$ cat config.mk
export PLATFORM = sky130hd
export DESIGN_NAME = can_rx_parser
export DESIGN_NICKNAME = d
export VERILOG_FILES = /design/src/rtl/can_rx_pkg.sv /design/src/rtl/can_rx_crc.sv /design/src/rtl/can_rx_filter.sv /design/src/rtl/can_rx_burst.sv /design/src/rtl/can_rx_parser.sv
export SDC_FILE = /design/constraint.sdc
export NUM_CORES = 1
export LEC_CHECK = 0
export CAP_MARGIN = 20
export CORE_MARGIN = 2
export CORE_UTILIZATION = 34
export DETAILED_ROUTE_END_ITERATION = 10
export PLACE_DENSITY = 0.5
export SLEW_MARGIN = 25
export SYNTH_ARGS = -nofsm -noshare
export SYNTH_HDL_FRONTEND = slang
export SYNTH_SLANG_ARGS = --single-unit
$ cat constraint.sdc
create_clock -name clk -period 6 [get_ports clk]
set_input_delay 1.8 -clock clk [delete_from_list [all_inputs] [get_ports clk]]
set_output_delay 1.8 -clock clk [all_outputs]
set_load 0.05 [all_outputs]
$ cat src/rtl/can_rx_pkg.sv
package can_rx_pkg;
  localparam int SID_W   = 11;
  localparam int XID_W   = 18;
  localparam int EID_W   = SID_W + XID_W;
  localparam int CRC_W   = 15;
  localparam int DLC_W   = 4;
  localparam int BYTE_W  = 8;
  localparam int MAX_BYTES = 8;
  localparam int DATA_W  = MAX_BYTES * BYTE_W;
  localparam int CNT_W   = $clog2(DATA_W) + 1;
  localparam logic [CRC_W-1:0] CRC_GEN = 15'h4599;

  typedef enum logic [3:0] {
    ST_IDLE, ST_BASE_ID, ST_B12, ST_IDE, ST_EXT_ID, ST_RTR, ST_R1, ST_R0,
    ST_DLC, ST_DATA, ST_CRC, ST_CRC_DEL, ST_ACK
  } rx_state_e;

  // one serial step of the CRC register
  function automatic logic [CRC_W-1:0] crc_step(logic [CRC_W-1:0] c, logic b);
    logic fb;
    fb = b ^ c[CRC_W-1];
    return {c[CRC_W-2:0], 1'b0} ^ (fb ? CRC_GEN : '0);
  endfunction

  // payload bytes for a length code, clipped to the maximum
  function automatic logic [DLC_W-1:0] dlc_bytes(logic [DLC_W-1:0] dlc);
    return (dlc > DLC_W'(MAX_BYTES)) ? DLC_W'(MAX_BYTES) : dlc;
  endfunction
endpackage

$ cat src/rtl/can_rx_crc.sv
module can_rx_crc
  import can_rx_pkg::*;
(
  input  logic clk,
  input  logic rst_n,
  input  logic clr,
  input  logic en,
  input  logic bit_in,
  output logic crc_zero
);
  logic [CRC_W-1:0] crc_q;

  always_ff @(posedge clk) begin
    if (!rst_n)   crc_q <= '0;
    else if (clr) crc_q <= '0;
    else if (en)  crc_q <= crc_step(crc_q, bit_in);
  end

  // feeding the received CRC through the register leaves zero when it matches
  assign crc_zero = (crc_q == '0);
endmodule

$ cat src/rtl/can_rx_filter.sv
module can_rx_filter
  import can_rx_pkg::*;
#(
  parameter logic [SID_W-1:0] SHORT_FILT = 11'h122,
  parameter logic [SID_W-1:0] SHORT_MASK = 11'h17E,
  parameter logic [EID_W-1:0] LONG_FILT  = 29'h12345678,
  parameter logic [EID_W-1:0] LONG_MASK  = 29'h1FFFFFFF,
  parameter logic [SID_W-1:0] LOCAL_ID   = 11'h456
) (
  input  logic [EID_W-1:0] id,
  input  logic             ext,
  input  logic             rtr,
  output logic             data_ok,
  output logic             remote_ok
);
  logic [SID_W-1:0] s_miss;
  logic [EID_W-1:0] l_miss;

  for (genvar g = 0; g < EID_W; g++) begin : g_long
    assign l_miss[g] = LONG_MASK[g] & (id[g] ^ LONG_FILT[g]);
  end
  for (genvar g = 0; g < SID_W; g++) begin : g_short
    assign s_miss[g] = SHORT_MASK[g] & (id[g] ^ SHORT_FILT[g]);
  end

  logic short_hit, long_hit;
  assign short_hit = ~|s_miss;
  assign long_hit  = ~|l_miss;

  assign data_ok   = !rtr && (ext ? long_hit : short_hit);
  assign remote_ok = rtr && !ext && (id[SID_W-1:0] == LOCAL_ID);
endmodule

$ cat src/rtl/can_rx_burst.sv
module can_rx_burst
  import can_rx_pkg::*;
(
  input  logic              clk,
  input  logic              rst_n,
  input  logic              go,
  input  logic [DLC_W-1:0]  nbytes,
  input  logic [DATA_W-1:0] data,
  input  logic [EID_W-1:0]  id_in,
  input  logic              ext_in,
  output logic              vld,
  output logic              last,
  output logic [BYTE_W-1:0] byte_o,
  output logic [EID_W-1:0]  id_o,
  output logic              ext_o
);
  logic [DATA_W-1:0] buf_q, aligned;
  logic [DLC_W-1:0]  rem_q;
  logic [CNT_W-1:0]  shamt;

  // the last n bytes shifted in are the payload; move them to the top
  assign shamt   = CNT_W'(DATA_W) - CNT_W'({nbytes, 3'b000});
  assign aligned = data << shamt;

  always_ff @(posedge clk) begin
    if (!rst_n) begin
      buf_q <= '0; rem_q <= '0; vld <= 1'b0; last <= 1'b0;
      byte_o <= '0; id_o <= '0; ext_o <= 1'b0;
    end else if (go) begin
      vld    <= 1'b1;
      last   <= (nbytes == DLC_W'(1));
      byte_o <= aligned[DATA_W-1 -: BYTE_W];
      buf_q  <= aligned << BYTE_W;
      rem_q  <= nbytes - DLC_W'(1);
      id_o   <= id_in;
      ext_o  <= ext_in;
    end else if (rem_q != '0) begin
      vld    <= 1'b1;
      last   <= (rem_q == DLC_W'(1));
      byte_o <= buf_q[DATA_W-1 -: BYTE_W];
      buf_q  <= buf_q << BYTE_W;
      rem_q  <= rem_q - DLC_W'(1);
    end else begin
      vld  <= 1'b0;
      last <= 1'b0;
    end
  end

  AST_LAST_IN_BURST: assert property (@(posedge clk) disable iff (!rst_n)
    last |-> vld);
  AST_ID_HELD: assert property (@(posedge clk) disable iff (!rst_n)
    (vld && !last) |=> (vld && $stable(id_o) && $stable(ext_o)));
endmodule

$ cat src/rtl/can_rx_parser.sv
module can_rx_parser
  import can_rx_pkg::*;
#(
  parameter logic [SID_W-1:0] SHORT_FILT = 11'h122,
  parameter logic [SID_W-1:0] SHORT_MASK = 11'h17E,
  parameter logic [EID_W-1:0] LONG_FILT  = 29'h12345678,
  parameter logic [EID_W-1:0] LONG_MASK  = 29'h1FFFFFFF,
  parameter logic [SID_W-1:0] LOCAL_ID   = 11'h456
) (
  input  logic              clk,
  input  logic              rst_n,
  input  logic              sof,
  input  logic              bit_vld,
  input  logic              bit_val,
  output logic              ack_req,
  output logic              rx_vld,
  output logic              rx_last,
  output logic [BYTE_W-1:0] rx_byte,
  output logic [EID_W-1:0]  rx_id,
  output logic              rx_ext,
  output logic              remote_req
);
  rx_state_e         state;
  logic [CNT_W-1:0]  cnt;
  logic [EID_W-1:0]  id_r;
  logic              ext_r, rtr_r;
  logic [2:0]        dlc_r;
  logic [DLC_W-1:0]  nbytes;
  logic [DATA_W-1:0] data_r;

  // named internal events
  logic strobe, crc_en, crc_zero, data_ok, remote_ok, accept, frame_end, burst_go;
  logic [DLC_W-1:0] dlc_full, dlc_nb;

  assign strobe    = bit_vld && !sof;
  assign crc_en    = strobe && (state inside {ST_BASE_ID, ST_B12, ST_IDE, ST_EXT_ID,
                                             ST_RTR, ST_R1, ST_R0, ST_DLC, ST_DATA, ST_CRC});
  assign dlc_full  = {dlc_r, bit_val};
  assign dlc_nb    = dlc_bytes(dlc_full);
  assign accept    = data_ok || remote_ok;
  assign frame_end = strobe && (state == ST_ACK);
  assign burst_go  = frame_end && !rtr_r && (nbytes != '0);
  assign ack_req   = (state == ST_ACK);

  can_rx_crc u_crc (
    .clk(clk), .rst_n(rst_n), .clr(sof), .en(crc_en), .bit_in(bit_val),
    .crc_zero(crc_zero)
  );

  can_rx_filter #(
    .SHORT_FILT(SHORT_FILT), .SHORT_MASK(SHORT_MASK),
    .LONG_FILT(LONG_FILT), .LONG_MASK(LONG_MASK), .LOCAL_ID(LOCAL_ID)
  ) u_filt (
    .id(id_r), .ext(ext_r), .rtr(rtr_r), .data_ok(data_ok), .remote_ok(remote_ok)
  );

  can_rx_burst u_burst (
    .clk(clk), .rst_n(rst_n), .go(burst_go), .nbytes(nbytes), .data(data_r),
    .id_in(id_r), .ext_in(ext_r), .vld(rx_vld), .last(rx_last),
    .byte_o(rx_byte), .id_o(rx_id), .ext_o(rx_ext)
  );

  always_ff @(posedge clk) begin
    if (!rst_n) begin
      state <= ST_IDLE; cnt <= '0; id_r <= '0; ext_r <= 1'b0; rtr_r <= 1'b0;
      dlc_r <= '0; nbytes <= '0; data_r <= '0;
    end else if (sof) begin
      state <= ST_BASE_ID;
      cnt   <= CNT_W'(SID_W - 1);
      id_r  <= '0;
      ext_r <= 1'b0;
      rtr_r <= 1'b0;
    end else if (bit_vld) begin
      case (state)
        ST_BASE_ID: begin
          id_r <= {id_r[EID_W-2:0], bit_val};
          if (cnt == '0) state <= ST_B12;
          else cnt <= cnt - CNT_W'(1);
        end
        ST_B12: begin
          rtr_r <= bit_val;
          state <= ST_IDE;
        end
        ST_IDE: begin
          ext_r <= bit_val;
          if (bit_val) begin
            state <= ST_EXT_ID;
            cnt   <= CNT_W'(XID_W - 1);
          end else begin
            state <= ST_R0;
          end
        end
        ST_EXT_ID: begin
          id_r <= {id_r[EID_W-2:0], bit_val};
          if (cnt == '0) state <= ST_RTR;
          else cnt <= cnt - CNT_W'(1);
        end
        ST_RTR: begin
          rtr_r <= bit_val;
          state <= ST_R1;
        end
        ST_R1: state <= ST_R0;
        ST_R0: begin
          state <= ST_DLC;
          cnt   <= CNT_W'(DLC_W - 1);
        end
        ST_DLC: begin
          dlc_r <= dlc_full[2:0];
          if (cnt == '0) begin
            nbytes <= rtr_r ? '0 : dlc_nb;
            if (rtr_r || dlc_nb == '0) begin
              state <= ST_CRC;
              cnt   <= CNT_W'(CRC_W - 1);
            end else begin
              state <= ST_DATA;
              cnt   <= CNT_W'({dlc_nb, 3'b000}) - CNT_W'(1);
            end
          end else begin
            cnt <= cnt - CNT_W'(1);
          end
        end
        ST_DATA: begin
          data_r <= {data_r[DATA_W-2:0], bit_val};
          if (cnt == '0) begin
            state <= ST_CRC;
            cnt   <= CNT_W'(CRC_W - 1);
          end else begin
            cnt <= cnt - CNT_W'(1);
          end
        end
        ST_CRC: begin
          if (cnt == '0) state <= ST_CRC_DEL;
          else cnt <= cnt - CNT_W'(1);
        end
        ST_CRC_DEL: state <= (bit_val && crc_zero && accept) ? ST_ACK : ST_IDLE;
        ST_ACK:     state <= ST_IDLE;
        default:    state <= ST_IDLE;
      endcase
    end
  end

  always_ff @(posedge clk) begin
    if (!rst_n) remote_req <= 1'b0;
    else        remote_req <= frame_end && rtr_r;
  end

  AST_ACK_AFTER_DELIM: assert property (@(posedge clk) disable iff (!rst_n)
    $rose(ack_req) |-> $past(bit_vld && bit_val));
  AST_ACK_ONE_SLOT: assert property (@(posedge clk) disable iff (!rst_n)
    (ack_req && bit_vld && !sof) |=> !ack_req);
  AST_ACK_CRC_GOOD: assert property (@(posedge clk) disable iff (!rst_n)
    ack_req |-> crc_zero);
  AST_REMOTE_PULSE: assert property (@(posedge clk) disable iff (!rst_n)
    remote_req |=> !remote_req);
  AST_REMOTE_NO_BURST: assert property (@(posedge clk) disable iff (!rst_n)
    remote_req |-> !rx_vld);
endmodule

==> Yosys cells after proc, flatten, opt, wreduce, memory -nomap -nowiden <==
Cells that the tools add are included.
{ "op_classes": {"addsub": 5, "order_cmp": 1, "eq_ne": 29, "n_shift": 1, "mux": 33, "bitwise_logic": 19, "n_reduce_logical": 44} }
{ "ops": {"columns": ["operator", "n"], "rows": [
  ["2-to-1 mux 64 bit", 2],
  ["left shift 64 x 7 -> 64 bit", 1],
  ["2-to-1 mux 4 bit", 12],
  ["one-hot mux 4 bit (11 select lines)", 1],
  ["2-to-1 mux 7 bit", 5],
  ["one-hot mux 7 bit (5 select lines)", 1],
  ["OR reduction 29 bit", 1],
  ["== test 4 bit (second input constant)", 5],
  ["NOT 1 bit", 17],
  ["== test 4 x 3 -> 1 bit (second input constant)", 4],
  ["2-to-1 mux 8 bit", 2],
  ["zero test 15 bit", 1],
  ["2-to-1 mux 15 bit", 1],
  ["inequality test 3 x 2 -> 1 bit (second input constant)", 5],
  ["XOR 15 bit", 1],
  ["subtractor 7 x 1 -> 7 bit (second input constant)", 2],
  ["== test 4 x 1 -> 1 bit (second input constant)", 3],
  ["AND reduction 4 bit", 3],
  ["AND reduction 6 bit", 2],
  ["== test 11 bit (second input constant)", 1],
  ["logical AND 1 bit", 11],
  ["inequality test 2 x 1 -> 1 bit (second input constant)", 5],
  ["nonzero test 10 bit", 1],
  ["== test 4 x 2 -> 1 bit (second input constant)", 2],
  ["other kinds (21)", 43]
]} }
{ "word_totals": {"ff_bits": 229, "inputBits": 5, "out_inout_bits": 42, "wordCells": 151} }

==> Logic depth before layout (Yosys ltp) <==
{ "logic_depth": {"word_depth": 11, "mapped_depth": 13, "mapped_depth_nobuf": 7} }

==> By module <==
Synthesis repeated with hierarchy kept, for this count alone.
{ "unflattened": {"hier_cells": 1332, "area_unflattened_um2": 11685.0} }
{ "by_module_without_submodules": {"columns": ["module", "instances", "cells_each", "area_each_um2", "seq_area_each_um2"], "rows": [
  ["can_rx_burst", 1, 640, 5989.5, 2001.9],
  ["can_rx_parser", 1, 602, 4911.0, 2282.2],
  ["can_rx_crc", 1, 72, 671.9, 300.3],
  ["can_rx_filter", 1, 18, 112.6, 0.0]
]} }

==> Least setup slack after synthesis <==
OpenSTA, ideal clock, no wires.
{ "synth_path": {"path_type": "input to register", "start": "input port bit_vld", "end": "register u_burst.buf_q[55]", "arrival_time_ps": 3432, "setup_slack_ps": 2497, "cell_stages": 6, "n_path_buf": 1, "cell_sequence": "clkbuf_1 > nor4b_1 > nand2_1 > nor3_1 > a22oi_1 > a21oi_1"} }
{ "synth_between": {"elab_chain_cells": 5, "word_cells_on_any_way": 6, "classes_between": "1 x mux; 5 x reduce/logical"} }
{ "synth_lines": {"columns": ["item", "line", "source"], "rows": [
  ["start, declared", "can_rx_parser.sv:13", "input logic bit_vld,"],
  ["logical AND 1 bit (*)", "can_rx_parser.sv:35", "assign strobe = bit_vld && !sof;"],
  ["logical AND 1 bit (*)", "can_rx_parser.sv:41", "assign frame_end = strobe && (state == ST_ACK);"],
  ["logical AND 1 bit (*) (2 in series)", "can_rx_parser.sv:42", "assign burst_go = frame_end && !rtr_r && (nbytes != '0);"],
  ["2-to-1 mux 64 bit / nonzero test 2 bit (equally long branches)", null, null],
  ["end signal, assigned", "can_rx_burst.sv:33", "buf_q <= aligned << BYTE_W;"],
  ["end signal, assigned", "can_rx_burst.sv:41", "buf_q <= buf_q << BYTE_W;"],
  ["end, declared", "can_rx_burst.sv:17", "logic [DATA_W-1:0] buf_q, aligned;"]
]} }
Mark *: on every way between the ends. The rest lies on a longest branch, timed or not.
A chain may end at the register's enable or synchronous reset.

==> Final worst setup path <==
{ "layout_path": {"start": "register state[0]", "end": "output port ack_req"} }
{ "layout_between": {"elab_chain_cells": 1} }
{ "layout_lines": {"columns": ["item", "line", "source"], "rows": [
  ["start, declared", "can_rx_parser.sv:23", "rx_state_e state;"],
  ["start signal, assigned", "can_rx_parser.sv:135", "ST_CRC_DEL: state <= (bit_val && crc_zero && accept) ? ST_ACK : ST_IDLE;"],
  ["== test 4 bit", "can_rx_parser.sv:43", "assign ack_req = (state == ST_ACK);"],
  ["end, declared", "can_rx_parser.sv:15", "output logic ack_req,"]
]} }
No other way between the ends.

==> key figures <==
Status
  – Status: complete, no violations

Synth
  – Main combinational cell family by area after synthesis: compound AO/OA/AOI/OAI gates
  – Post-synthesis sequential area ratio: 0.4105
  – Post-synth EDFFs: 0
  – XOR/XNOR share of the synthesized area: 0.01098
  – Ys async rst share: 0
  – Yosys cell types: 67
  – Post-synthesis compound-gate area fraction: 0.2004
  – Cell count after synthesis: 1338
  – Synth warnings: 0
  – Synth Flop Type: dfxtp_1
  – Mux cell area share after synthesis: 0.1483
  – Synth Area per Inst: 8.346 sq um
  – Syn Nets: 1355
  – Area of the mapped netlist: 0.01117 sq mm
  – Yosys reg bits: 229
  – Post-Synth Simple-Gate Area: 0.1714
  – Post-Synth Adder-Cell Area: 0.01345

STA
  – Hold slack: 455.7 ps
  – Final setup violation count: 0
  – Period utilisation layout: 0.7121
  – Final Hold Viols: 0
  – Max Clock Freq: 0.2341 GHz
  – Layout Skew: 7.046 ps
  – Unrepaired setup endpoints after global routing: no
  – Slew Limit Headroom: 0.3026
  – Total Negative Setup Slacks: 0 ps
  – Fin crit period: 4272 ps
  – Worst slew pin tran: 1044 ps
  – Slew Limit Fails: 0

Finish
  – # diodes: 0
  – Area delta synth->final: 16.52%
  – Share of cells above drive strength 1: 0.09474
  – Sequential cell area: roughly 0.0046 sq mm
  – Number of fillers in the final layout: 3315
  – Multi-input logic area: 0.006132 sq mm
  – Design area: 0.01301 sq mm
  – Most frequent cells in the layout: nand2_1 (262), dfxtp_1 (228), a21oi_1 (140), o21ai_0 (129), mux2i_1 (116)
  – Most common cell after layout, fill and taps aside: nand2_1
  – Final #Nets: 1347
  – Post-Route Utilization: 0.4009

Critical path
  – Worst Setup End Kind: primary output
  – R2R cell count: 8
  – FF-to-FF End: u_burst.byte_o[0]
  – Max incr delay on CP: just over 800 ps
  – Kind of critical path: reg2out
  – Critical path required time: 4200 ps
  – Reg2reg setup slack: about 2600 ps
  – Max stage delay cell, worst path: dfxtp_1
  – Element type at the critical path start: register
  – Worst r2r src: nbytes[0]
  – CP endpoint: ack_req
  – Cell Chain, Critical Path: nor2_1 > and2_1 > clkdlybuf4s50_1
  – WP data arrival: 2470 ps
  – CP Launch Point: state[0]
  – CP Max Fanout: 23

Placed design
  – RePlAce Congestion: 0.8322
  – Count of input and output buffers: 46
  – Hpwl dp: 19.78 mm
  – Placed Area: around 0.012 sq mm

Job
  – Max-cap violation count: 0

Power and ir drop
  – NetSw: around 1.3 mW
  – Gate power share: 0.186
  – Clock Power Share: 0.424
  – P_int: 3.165 mW
  – Maximum VDD drop: 0.0001857 V
  – PwrDens: 343.2 mW/mm^2
  – Leakage power: about 4.6 nW
  – Sw frac: 0.2913
  – Reg power frac: 0.390
  – Final Total Pwr: about 4.5 mW

Global route
  – First-pass GRT wire length: 51.98 mm
  – GRT Residual Overflow: 0
  – Number of global-route vias before repair: 9038
  – Largest net degree at the start of global routing: just over 70
  – Initial antenna violation count: 0
  – Total track usage: 0.1878

Clock tree
  – Clk Tree Root Cell: clkbuf_16
  – Setup Buffers After CTS: 0
  – Clk Latency, worst-skew pair: 550 ps
  – Number of CTS-inserted buffers: 28
  – Clk slew on worst S/H paths: 60 ps
  – Sink Count: between 200 and 250
  – TritonCTS clock tree: done
  – CTS H-tree depth: 1
  – Hold buffers post-CTS: 0
  – Clk buf depth: 3
  – Resized cells post-CTS: 0

Drt
  – Initial drt markers: 678
  – Drt drc: 0
  – Routed Antenna Nets: 0
  – Final WL: between 30 and 40 mm
  – Vias: 9554
  – Vias per cell: 5.328
  – Drt wl/cell: 17.77 microns
  – Drt pass-1 iters: 4

Die
  – Row cnt: 66
  – Die X: around 190 microns
  – I/O pin cnt: between 40 and 50
  – Die area: about 0.034 sq mm
  – Core region area: 0.03245 sq mm
  – Starting density of the core: 0.3441
  – Die Y: 185.2 microns

Hold path
  – HP Class: reg2reg
## registers in the layout (all words and copies together), names as in the netlist
name / count
cnt: 7
data_r: 64
dlc_r: 3
ext_r: 1
id_r: 29
nbytes: 4
remote_req: 1
rtr_r: 1
state: 4
u_burst.buf_q: 56
u_burst.byte_o: 8
u_burst.ext_o: 1
u_burst.id_o: 29
u_burst.last: 1
u_burst.rem_q: 4
u_burst.vld: 1
u_crc.crc_q: 15
## stage by stage
stage,instances,setup WS [ps]
finish,1793,1728
global route,1793,1605
CTS,1793,1738
detailed placement,1742,1717
global placement,1742,1721
floorplan,1338,2497
## layer usage
layer,part of all wire,vias to the layer above,global-route usage
met1,0.50,4613,0.2756
met5,0,-,0
met3,0.045,30,0.02261
li1,-,4711,-
met4,0.013,0,0.03968
met2,0.44,200,0.2939
## critical path: cells and delay by family (launching register included)
| kind | cells | cell delay, ps |
|---|---|---|
| AND/OR/NAND/NOR | 2 | 400 |
| buffers and inverters | 1 | 700 |
| flip-flops | 1 | 820 |
## how the worst min path moves through the flow
stage / startpoint / end / slack (ps) / cells after the start
2_1_floorplan: data_r[63] / data_r[63] / 430 / 2
3_3_place_gp: data_r[63] / data_r[63] / 440 / 2
3_5_place_dp: data_r[63] / data_r[63] / 450 / 2
4_1_cts: data_r[63] / data_r[63] / 460 / 2
5_1_grt: u_burst.id_o[1] / u_burst.id_o[1] / 480 / 2
6_report: u_burst.id_o[13] / u_burst.id_o[13] / 460 / 2
## cells in the mapped netlist (9+ instances only)
library cell,number,area [sq um]
nor2b_1,9,56.30
ha_1,12,150.1
nand2_1,262,983.4
mux2_2,16,180.2
nor2_1,81,304.0
o21ai_0,129,645.6
mux4_2,14,315.3
buf_1,12,45.04
dfxtp_1,229,4584
xnor2_1,10,87.58
a21oi_1,140,700.7
a31oi_1,12,75.07
mux2i_1,116,1161
inv_1,18,67.56
nand3_1,24,120.1
a22oi_1,15,112.6
o211a_1,21,210.2
buf_2,10,50.05
clkbuf_1,82,307.8
o2bb2ai_1,9,78.83
## power by group through the flow
stage                     clock, mW  sequential, mW  combinational (mW)
after CTS                      1.94            1.74               0.840
after detailed placement          0            1.77               0.833
after global routing           2.01            1.76               0.942
after global placement            0            1.77               0.832
after floorplan                   0            1.82               0.565
final                          1.89            1.74               0.830
## cells by family after synthesis
group / after synthesis
AO/OA/AOI/OAI: 373
flip-flops: 229
XOR/XNOR: 14
AND/OR/NAND/NOR: 439
multiplexers: 146
adder cells (fa/ha/maj): 12
buffers and inverters: 125
## final cells by class
cell class	instances	area share
multi-input cells	984	0.4713
inverters	18	0.005385
repair buffers	69	0.04827
well taps	442	0.04250
clock inverters	19	0.02193
clock buffers	32	0.05818
flip-flops and latches	229	0.3524
Note: power is estimated with default switching activity, not from simulation.
